===== config.mk =====
export PLATFORM = sky130hd
export DESIGN_NAME = pulse_tone_channel
export DESIGN_NICKNAME = d
export VERILOG_FILES = /design/src/rtl/pulse_pkg.sv /design/src/rtl/pulse_duty_seq.sv /design/src/rtl/pulse_len_ctr.sv /design/src/rtl/pulse_env.sv /design/src/rtl/pulse_sweep.sv /design/src/rtl/pulse_tone_channel.sv
export SDC_FILE = /design/constraint.sdc
export NUM_CORES = 1
export LEC_CHECK = 0
export ABC_AREA = 1
export BUFFER_PORTS_ARGS = -buffer_cell sky130_fd_sc_hd__buf_2
export CORE_AREA = 2 2 106 108
export DETAILED_ROUTE_END_ITERATION = 12
export DIE_AREA = 0 0 108 110
export PLACE_DENSITY = 0.66
export SETUP_SLACK_MARGIN = 0.2
export SLEW_MARGIN = 5
export SYNTH_ARGS = -nofsm -noshare
export SYNTH_HDL_FRONTEND = slang
export SYNTH_SLANG_ARGS = --single-unit

===== constraint.sdc =====
create_clock -name clk -period 5.8 [get_ports clk]
set_input_delay 1.74 -clock clk [delete_from_list [all_inputs] [get_ports clk]]
set_output_delay 1.74 -clock clk [all_outputs]
set_load 0.005 [all_outputs]

===== src/rtl/pulse_pkg.sv =====
package pulse_pkg;
  localparam int REG_W  = 8;
  localparam int ADDR_W = 3;
  localparam int FREQ_W = 11;
  localparam int LEN_W  = 6;
  localparam int VOL_W  = 4;
  localparam int PER_W  = 3;

  typedef enum logic [ADDR_W-1:0] {
    A_SWEEP = 3'd0,
    A_SHAPE = 3'd1,
    A_ENV   = 3'd2,
    A_FLO   = 3'd3,
    A_CTL   = 3'd4
  } reg_addr_e;

  // Bit s of the pattern is the level of step s.
  function automatic logic duty_level(input logic [1:0] sel, input logic [2:0] step);
    logic [7:0] pat;
    case (sel)
      2'd0:    pat = 8'b1000_0000;
      2'd1:    pat = 8'b1000_0001;
      2'd2:    pat = 8'b1110_0001;
      default: pat = 8'b0111_1110;
    endcase
    return pat[step];
  endfunction
endpackage


===== src/rtl/pulse_duty_seq.sv =====
module pulse_duty_seq import pulse_pkg::*; #(
  parameter int FW = FREQ_W
) (
  input  logic          clk,
  input  logic          rst_n,
  input  logic          trig,
  input  logic [FW-1:0] trig_freq,
  input  logic [FW-1:0] run_freq,
  input  logic [1:0]    duty_sel,
  output logic          duty_bit
);
  localparam int TMR_W = FW + 3;

  logic [TMR_W-1:0] timer;
  logic [2:0]       pos;

  function automatic logic [TMR_W-1:0] reload(input logic [FW-1:0] f);
    logic [TMR_W-1:0] base;
    base = (TMR_W'(1) << FW) - TMR_W'(f);
    return base << 2;
  endfunction

  always_ff @(posedge clk) begin
    if (!rst_n) begin
      timer <= reload('0);
      pos   <= '0;
    end else if (trig) begin
      timer <= reload(trig_freq);
      pos   <= '0;
    end else if (timer == TMR_W'(1)) begin
      timer <= reload(run_freq);
      pos   <= pos + 3'd1;
    end else begin
      timer <= timer - TMR_W'(1);
    end
  end

  assign duty_bit = duty_level(duty_sel, pos);


  duty_hold_chk: assert property (@(posedge clk) disable iff (!rst_n)
    (!trig && timer != TMR_W'(1)) |=> $stable(pos));
endmodule


===== src/rtl/pulse_len_ctr.sv =====
module pulse_len_ctr import pulse_pkg::*; #(
  parameter int LW = LEN_W
) (
  input  logic          clk,
  input  logic          rst_n,
  input  logic          load,
  input  logic [LW-1:0] load_val,
  input  logic          trig,
  input  logic          tick,
  input  logic          enable,
  output logic          kill
);
  localparam int CW = LW + 1;
  localparam logic [CW-1:0] FULL = CW'(1) << LW;

  logic [CW-1:0] cnt;

  assign kill = tick && enable && cnt == CW'(1) && !trig && !load;

  always_ff @(posedge clk) begin
    if (!rst_n) begin
      cnt <= '0;
    end else if (load) begin
      cnt <= FULL - CW'(load_val);
    end else if (trig) begin
      if (cnt == '0) cnt <= FULL;
    end else if (tick && enable && cnt != '0) begin
      cnt <= cnt - CW'(1);
    end
  end


  len_no_rise_chk: assert property (@(posedge clk) disable iff (!rst_n)
    (!load && !trig) |=> cnt <= $past(cnt));
endmodule


===== src/rtl/pulse_env.sv =====
module pulse_env import pulse_pkg::*; #(
  parameter int VW = VOL_W,
  parameter int PW = PER_W
) (
  input  logic          clk,
  input  logic          rst_n,
  input  logic          trig,
  input  logic          tick,
  input  logic [VW-1:0] init,
  input  logic          up,
  input  logic [PW-1:0] period,
  output logic [VW-1:0] vol
);
  logic [PW-1:0] cnt;

  always_ff @(posedge clk) begin
    if (!rst_n) begin
      vol <= '0;
      cnt <= '0;
    end else if (trig) begin
      vol <= init;
      cnt <= period;
    end else if (tick && period != '0) begin
      if (cnt <= PW'(1)) begin
        cnt <= period;
        if (up && vol != '1)         vol <= vol + VW'(1);
        else if (!up && vol != '0)   vol <= vol - VW'(1);
      end else begin
        cnt <= cnt - PW'(1);
      end
    end
  end


  env_hold_chk: assert property (@(posedge clk) disable iff (!rst_n)
    (tick && period == '0 && !trig) |=> $stable(vol));
endmodule


===== src/rtl/pulse_sweep.sv =====
module pulse_sweep import pulse_pkg::*; #(
  parameter int FW = FREQ_W,
  parameter int PW = PER_W
) (
  input  logic          clk,
  input  logic          rst_n,
  input  logic          trig,
  input  logic [FW-1:0] trig_freq,
  input  logic          tick,
  input  logic [PW-1:0] period,
  input  logic          sub,
  input  logic [2:0]    shift,
  output logic          upd,
  output logic [FW-1:0] new_freq,
  output logic          kill
);
  logic [FW-1:0] shadow;
  logic [PW-1:0] cnt;
  logic [FW:0]   sum;
  logic          fire;

  always_comb begin
    if (sub) sum = {1'b0, shadow} - {1'b0, shadow >> shift};
    else     sum = {1'b0, shadow} + {1'b0, shadow >> shift};
  end

  assign fire     = tick && period != '0 && cnt <= PW'(1) && !trig;
  assign upd      = fire && shift != '0 && !sum[FW];
  assign kill     = fire && shift != '0 && sum[FW];
  assign new_freq = sum[FW-1:0];

  always_ff @(posedge clk) begin
    if (!rst_n) begin
      shadow <= '0;
      cnt    <= '0;
    end else if (trig) begin
      shadow <= trig_freq;
      cnt    <= period;
    end else if (tick && period != '0) begin
      if (cnt <= PW'(1)) begin
        cnt <= period;
        if (upd) shadow <= new_freq;
      end else begin
        cnt <= cnt - PW'(1);
      end
    end
  end


  sweep_sub_chk: assert property (@(posedge clk) disable iff (!rst_n)
    (upd && sub) |-> new_freq <= shadow);
endmodule


===== src/rtl/pulse_tone_channel.sv =====
module pulse_tone_channel import pulse_pkg::*; (
  input  logic              clk,
  input  logic              rst_n,
  input  logic              reg_wr_en,
  input  logic [ADDR_W-1:0] reg_wr_addr,
  input  logic [REG_W-1:0]  reg_wr_data,
  input  logic              tick_len,
  input  logic              tick_sweep,
  input  logic              tick_env,
  output logic [VOL_W-1:0]  amp_out,
  output logic              chan_active
);
  localparam int HI_W = FREQ_W - REG_W;

  logic wr_sweep, wr_shape, wr_env, wr_flo, wr_ctl, trig;
  logic [6:0]        sweep_cfg;
  logic [1:0]        duty_sel;
  logic [REG_W-1:0]  env_cfg;
  logic [FREQ_W-1:0] freq, trig_freq, sw_freq;
  logic              len_en, len_kill, sw_kill, sw_upd, duty_bit;
  logic [VOL_W-1:0]  vol;

  assign wr_sweep  = reg_wr_en && reg_wr_addr == A_SWEEP;
  assign wr_shape  = reg_wr_en && reg_wr_addr == A_SHAPE;
  assign wr_env    = reg_wr_en && reg_wr_addr == A_ENV;
  assign wr_flo    = reg_wr_en && reg_wr_addr == A_FLO;
  assign wr_ctl    = reg_wr_en && reg_wr_addr == A_CTL;
  assign trig      = wr_ctl && reg_wr_data[7];
  assign trig_freq = {reg_wr_data[HI_W-1:0], freq[REG_W-1:0]};

  always_ff @(posedge clk) begin
    if (!rst_n) begin
      sweep_cfg   <= '0;
      duty_sel    <= '0;
      env_cfg     <= '0;
      freq        <= '0;
      len_en      <= 1'b0;
      chan_active <= 1'b0;
    end else begin
      if (sw_upd)   freq <= sw_freq;
      if (wr_flo)   freq[REG_W-1:0] <= reg_wr_data;
      if (wr_ctl) begin
        freq[FREQ_W-1:REG_W] <= reg_wr_data[HI_W-1:0];
        len_en <= reg_wr_data[6];
      end
      if (wr_shape) duty_sel  <= reg_wr_data[7:6];
      if (wr_env)   env_cfg   <= reg_wr_data;
      if (wr_sweep) sweep_cfg <= reg_wr_data[6:0];
      if (trig)                     chan_active <= 1'b1;
      else if (len_kill || sw_kill) chan_active <= 1'b0;
    end
  end

  pulse_duty_seq u_duty (
    .clk(clk), .rst_n(rst_n), .trig(trig), .trig_freq(trig_freq),
    .run_freq(freq), .duty_sel(duty_sel), .duty_bit(duty_bit)
  );

  pulse_len_ctr u_len (
    .clk(clk), .rst_n(rst_n), .load(wr_shape), .load_val(reg_wr_data[LEN_W-1:0]),
    .trig(trig), .tick(tick_len), .enable(len_en), .kill(len_kill)
  );

  pulse_env u_env (
    .clk(clk), .rst_n(rst_n), .trig(trig), .tick(tick_env),
    .init(env_cfg[7:4]), .up(env_cfg[3]), .period(env_cfg[2:0]), .vol(vol)
  );

  pulse_sweep u_sweep (
    .clk(clk), .rst_n(rst_n), .trig(trig), .trig_freq(trig_freq),
    .tick(tick_sweep), .period(sweep_cfg[6:4]), .sub(sweep_cfg[3]),
    .shift(sweep_cfg[2:0]), .upd(sw_upd), .new_freq(sw_freq), .kill(sw_kill)
  );

  assign amp_out = (chan_active && duty_bit) ? vol : '0;


  trig_sets_active_chk: assert property (@(posedge clk) disable iff (!rst_n)
    trig |=> chan_active);
endmodule


; Yosys cells after proc, flatten, opt, wreduce, memory -nomap -nowiden
; Index checks and enable logic that the tools add are counted.
[word_totals]
out_inout_bits = 5
regBits = 75
elab_cells = 121
in_bits = 17
[op_classes]
mux = 30
reduce_logical = 49
bitwise = 1
magnitude_cmp = 3
shifts = 1
n_addsub = 12
n_eq_ne = 10
[op_table]
columns = op, n
row1 = $mux W11, 4
row2 = $mux W14, 2
row3 = $mux W7, 4
row4 = $mux W4, 6
row5 = $pmux W8 S3, 1
row6 = $sub A12 B11 Y12 const A, 2
row7 = $logic_and A1 B1 Y1, 21
row8 = $mux W3, 7
row9 = $reduce_bool A2 Y1, 8
row10 = $reduce_bool A3 Y1, 5
row11 = $eq A14 B1 Y1 const B, 1
row12 = $sub A14 B1 Y14 const B, 1
row13 = $add A11 B11 Y12, 1
row14 = $mux W12, 1
row15 = $sub A11 B11 Y12, 1
row16 = $shr A11 B3 Y11, 1
row17 = $mux W8, 1
row18 = $eq A7 B1 Y1 const B, 1
row19 = $logic_not A7 Y1, 1
row20 = $reduce_bool A7 Y1, 1
row21 = $sub A7 B1 Y7 const B, 1
row22 = $sub A7 B6 Y7 const A, 1
row23 = $eq A3 B2 Y1 const B, 2
row24 = $le A3 B1 Y1 const B, 2
row25 = other kinds (23), 30

; Logic depth before layout (Yosys ltp)
[depth]
word_depth = 11
mapped_depth = 28
mapped_depth_nobuf = 27

; Hierarchy
; A second synthesis with hierarchy kept.
[hier_totals]
hier_cells = 1021
hier_area_um2 = 6417.4
[modules_own_cells]
columns = module, area_each_um2, cells_per_inst, seq_area_each_um2, instances
row1 = pulse_sweep, 1995.7, 323, 280.3, 1
row2 = pulse_duty_seq, 1714.1, 291, 340.3, 1
row3 = pulse_tone_channel, 1333.8, 197, 600.6, 1
row4 = pulse_len_ctr, 755.7, 122, 140.1, 1
row5 = pulse_env, 618.1, 88, 140.1, 1

; Worst setup path after synthesis
; Ideal clock, no wire load.
[synth_timing]
path_type = register to register
start = reg sweep_cfg[0]
end = reg u_sweep.shadow[1]
period_less_slack_ns = 3.185
slack_ns = 2.615
required_time_ns = 5.687
n_path_buf = 1
path_stages_with_launch = 26
setup_ns = 0.113
arrival_ns = 3.072
cell_sequence = dfxtp_1 buf_2 nand2_1 nand3_1 nand2_1 o21ai_2 inv_1 ha_1 and2_1 a31oi_1 xor2_1 ha_1 nand2_1 inv_1 a21oi_1 nand2_1 nand2_1 nand2_1 nand2_1 nand2_1 nand3_1 nand3_4 nand2_2 inv_1 nor2_1 nor2_1
[synth_between]
elab_chain_cells = 7
word_cells_on_any_way = 14
cone_classes = add/sub: 2 / shift: 1 / mux: 5 / reduce/logical: 6
[synth_rtl]
columns = item, line
row1 = "start, declared", pulse_tone_channel.sv:16  ; logic [6:0] sweep_cfg;
row2 = "start signal, assigned", pulse_tone_channel.sv:48  ; if (wr_sweep) sweep_cfg <= reg_wr_data[6:0];
row3 = $shr A11 B3 Y11, "pulse_sweep.sv:23, pulse_sweep.sv:24"
row4 = $add A11 B11 Y12 / $sub A11 B11 Y12 (equally long branches), "pulse_sweep.sv:24, pulse_sweep.sv:23"
row5 = $mux W12, pulse_sweep.sv:23  ; if (sub) sum = {1'b0, shadow} - {1'b0, shadow >> shift};
row6 = $mux W11 / $logic_not A1 Y1 (equally long branches), "pulse_sweep.sv:42, pulse_sweep.sv:28"
row7 = $mux W11 / $logic_and A1 B1 Y1 (equally long branches), "pulse_sweep.sv:40, pulse_sweep.sv:28"
row8 = $mux W11 / $reduce_bool A2 Y1 (equally long branches), --
row9 = $mux W11 / $reduce_and A3 Y1 (equally long branches), --
row10 = "end signal, assigned", pulse_sweep.sv:37  ; shadow <= trig_freq;
row11 = "end signal, assigned", pulse_sweep.sv:42  ; if (upd) shadow <= new_freq;
row12 = "end, declared", pulse_sweep.sv:17  ; logic [FW-1:0] shadow;
; Several ways; a longest one is shown, not always the timed one. The select of a mux whose other input is x is not followed.
; A chain may end at the register's enable or synchronous reset.

; Worst setup path after layout
[layout_timing]
start = reg sweep_cfg[1]
end = reg u_sweep.shadow[1]
; The elaborated chain is that of the path after synthesis.

==> results by group <==
Run status
  – Status: finished clean

Finish
  – Finished Layout Cells: 955
  – P&R area growth vs syn: 7.05%
  – Net count, final: roughly 860
  – Fraction of layout cells with a size suffix above 1: 6.63%
  – Fillers: approximately 1100
  – Antenna fix cells: 0
  – Most common cell after layout, fill and taps aside: nand2_1
  – Commonest cells after routing, fill and taps aside: nand2_1, inv_1, o21ai_0

Floorplanning
  – Die Ht: ~110 µm
  – Row cnt: 38
  – I/O Pins: 22
  – Core Area: 10700 µm²
  – Chip Width: 108 µm
  – Die area: about 12000 µm²
  – Initial core utilization: 48.9%

STA
  – Max-slew violation count: 0
  – Final min period: between 4000 and 5000 ps
  – Worst hold slack: 460 ps
  – Tightest Pin Transition: approximately 1100 ps
  – Post-route setup TNS: 0 ps
  – RSZ-0062 raised after global routing: false
  – # setup viols final: 0
  – Fmax achieved: 241 MHz
  – Slew HR: 28.7%
  – Clk_skew: 15.4 ps
  – Final period util: between 70% and 80%
  – Final hold violations: 0

Global routing
  – M2 GR Usage: between 30% and 40%
  – Largest net degree at the start of global routing: 42
  – M1 GR Usage: around 28%
  – Global-route wire length before repair: between 20000 and 25000 µm
  – Initial antenna violation count: 0
  – Grt total ovfl: 0
  – GRT Total Usage: between 20 and 25%
  – GR peak layer: met2
  – Met3 GRT Util: slightly above 4%
  – Vias in the first global route: 4649

Clock network
  – Clock transition at the registers of the reported paths: approximately 90 ps
  – Cts bufs inserted: 9
  – Post-CTS Resized: 0
  – Clk_lat worst skew: 360 ps
  – # H-tree levels: 3
  – Root Buffer: clkbuf_8
  – Clk buf depth: 2
  – Clock sink total: 75
  – Setup Fix Bufs, Post-CTS: 0
  – TritonCTS clock tree: yes
  – CTS hold repair buffers: 0

Pwr
  – Power Density: between 300 and 400 nW/µm²
  – Gate power share: 38.5%
  – P_int: about 0.0010 W
  – Switching share of power: around two fifths
  – Share of total power in the clock network: 24.9%
  – Peak VDD IR: 0.119 mV
  – Leak pwr: between 2 and 3 nW
  – Seq pwr share: about 37%
  – Tot Pwr: 0.00170 W
  – Net switching power: 0.000659 W

Critical path
  – Worst Setup End Kind: flop
  – WS Path Type: reg2reg
  – Crit Reg-Reg Startpoint: sweep_cfg[1]
  – CP Data Arrival Time: between 4000 and 5000 ps
  – RR Endpoint: u_sweep.shadow[1]
  – WP data required: approximately 6000 ps
  – CP startpoint kind: flop
  – FF-to-FF path depth: 24
  – CP max FO: 25
  – Critical path origin: sweep_cfg[1]
  – Reg-to-reg slack, setup: about 1700 ps

Min path
  – HP Start: u_duty.timer[0]
  – Worst min path class: reg2reg
  – Hold depth: 1
  – WHS Endpoint: u_duty.timer[0]

Logic synthesis
  – Async set-reset flop share out of synthesis: 0%
  – Synth cell types: 42
  – Seq/Total Area, Yosys: 28.7%
  – Post-synth EDFFs: 0
  – Yosys warns: 0
  – Synthesized Nets: 848
  – Syn Inst Count: ~800
  – Synthesized area: between 5000 and 6000 µm²
  – Mean post-synth cell area: between 6 and 7 µm²
  – Top_reg_cell synth: dfxtp_1
  – Synth Register Bits: 75

Route
  – DR pass1 iterations: 5
  – WL final: between 10000 and 15000 µm
  – DRC viols: 0
  – Vias post-DR: about 5200
  – DR iter-0 viols: between 300 and 400
  – Via/cell ratio: 5.44
  – Antenna Nets Post-Route: 0
  – Routed length per placed instance: roughly 14 µm

Place
  – Cell count after placement: roughly 940
  – PortBufs: 21
  – GPL Wtd Cong: 0.879
  – Hpwl dp: just under 10000 µm

Run
  – Max Cap Viol: 0
-- registers in the layout, indices dropped and copies added (netlist names) --
register        flops
duty_sel            2
u_sweep.cnt         3
u_sweep.shadow     11
len_en              1
u_env.cnt           3
chan_active         1
freq               11
u_duty.timer       14
u_duty.pos          3
env_cfg             8
u_env.vol           4
sweep_cfg           7
u_len.cnt           7
-- cells by family after synthesis --
group	after synthesis	share of synthesized area (%)
AOI/OAI and AO/OA	194	20.3
xor gates and xnor gates	37	6.19
adders and majority gates	28	6.98
buffers and inverters	128	9.75
DFF	75	28.7
muxes	2	0.406
and+or+nand+nor	339	27.7
-- cells in the mapped netlist (2+ instances only) --
cell type,count,share of area [%]
buf_1,2,0.14
o211ai_1,2,0.29
dfxtp_1,75,29
o22ai_1,3,0.36
o221ai_1,3,0.50
clkbuf_1,17,1.2
inv_1,99,7.1
nor3_1,9,0.86
nand2_1,177,13
ha_1,26,6.2
buf_2,6,0.57
o311ai_0,3,0.50
o21bai_1,3,0.43
xnor2_1,10,1.7
xor2_1,27,4.5
o21ai_0,84,8.0
nand4_1,4,0.48
nand3_1,70,6.7
nand2_2,4,0.48
a211oi_1,5,0.72
a41oi_1,2,0.33
a21oi_1,74,7.1
nand3b_1,2,0.29
or2_2,3,0.36
nor2_1,61,4.4
fa_1,2,0.76
o31ai_1,4,0.57
buf_6,3,0.65
a31oi_1,8,0.96
nor4_1,3,0.36
-- metal layers --
metal | up-vias | share of wire [%] | wire length [µm]
met5 | - | 0 | 0
met4 | 0 | 1.7 | 221
met3 | 21 | 5.8 | 754
met2 | 155 | 46 | 6070
met1 | 2351 | 46 | 6030
li1 | 2668 | - | -
-- critical path: stages (launching register included) --
cell,delay [ps]
dfxtp_1,540
inv_1,290
nand3_1,150
nand2_1,90
o21ai_2,220
inv_1,70
ha_1,190
and2_1,210
a21oi_1,170
xor2_1,180
ha_1,310
nand2_1,80
nand2_1,70
a21oi_1,130
nand2_1,100
nand2_1,90
nand2_1,70
nand2_1,60
nand2_1,60
nand3_1,150
nand3_4,280
nand2_2,290
inv_1,80
nor2_1,90
nor2_1,50
-- through the flow --
stage	instance area (µm²)	utilization, %	setup slack (ps)
finish	5610	52.4	1650
global route	5610	52.4	1150
CTS	5610	52.4	1660
detailed placement	5400	50.5	1520
global placement	5400	50.5	1680
floorplan	5240	-	2610
-- power groups by stage --
stage	clock, W	sequential [W]	combinational [W]
floorplan	0	0.000617	0.000530
global placement	0	0.000631	0.000636
detailed placement	0	0.000632	0.000645
CTS	0.000429	0.000620	0.000649
global route	0.000448	0.000630	0.000752
finish	0.000423	0.000622	0.000653
-- how the worst max path moves through the flow --
stage | to | slack, ps | depth (start not counted)
6_report | u_sweep.shadow[1] | 1650 | 24
3_5_place_dp | u_len.cnt[1] | 1520 | 11
5_1_grt | u_sweep.shadow[1] | 1150 | 24
2_1_floorplan | u_sweep.shadow[1] | 2610 | 25
3_3_place_gp | u_len.cnt[1] | 1680 | 11
4_1_cts | u_sweep.shadow[1] | 1660 | 24
-- final cells by class --
type | count | area [µm²] | share of cell area, %
timing repair buffer | 24 | 128 | 2.28
inverter | 100 | 375 | 6.70
sequential | 75 | 1500 | 26.8
clock buffer | 11 | 141 | 2.52
tap | 140 | 175 | 3.12
multi-input combinational | 600 | 3220 | 57.5
clock inverter | 5 | 60.1 | 1.07
Power figures use the tool's default switching activity.
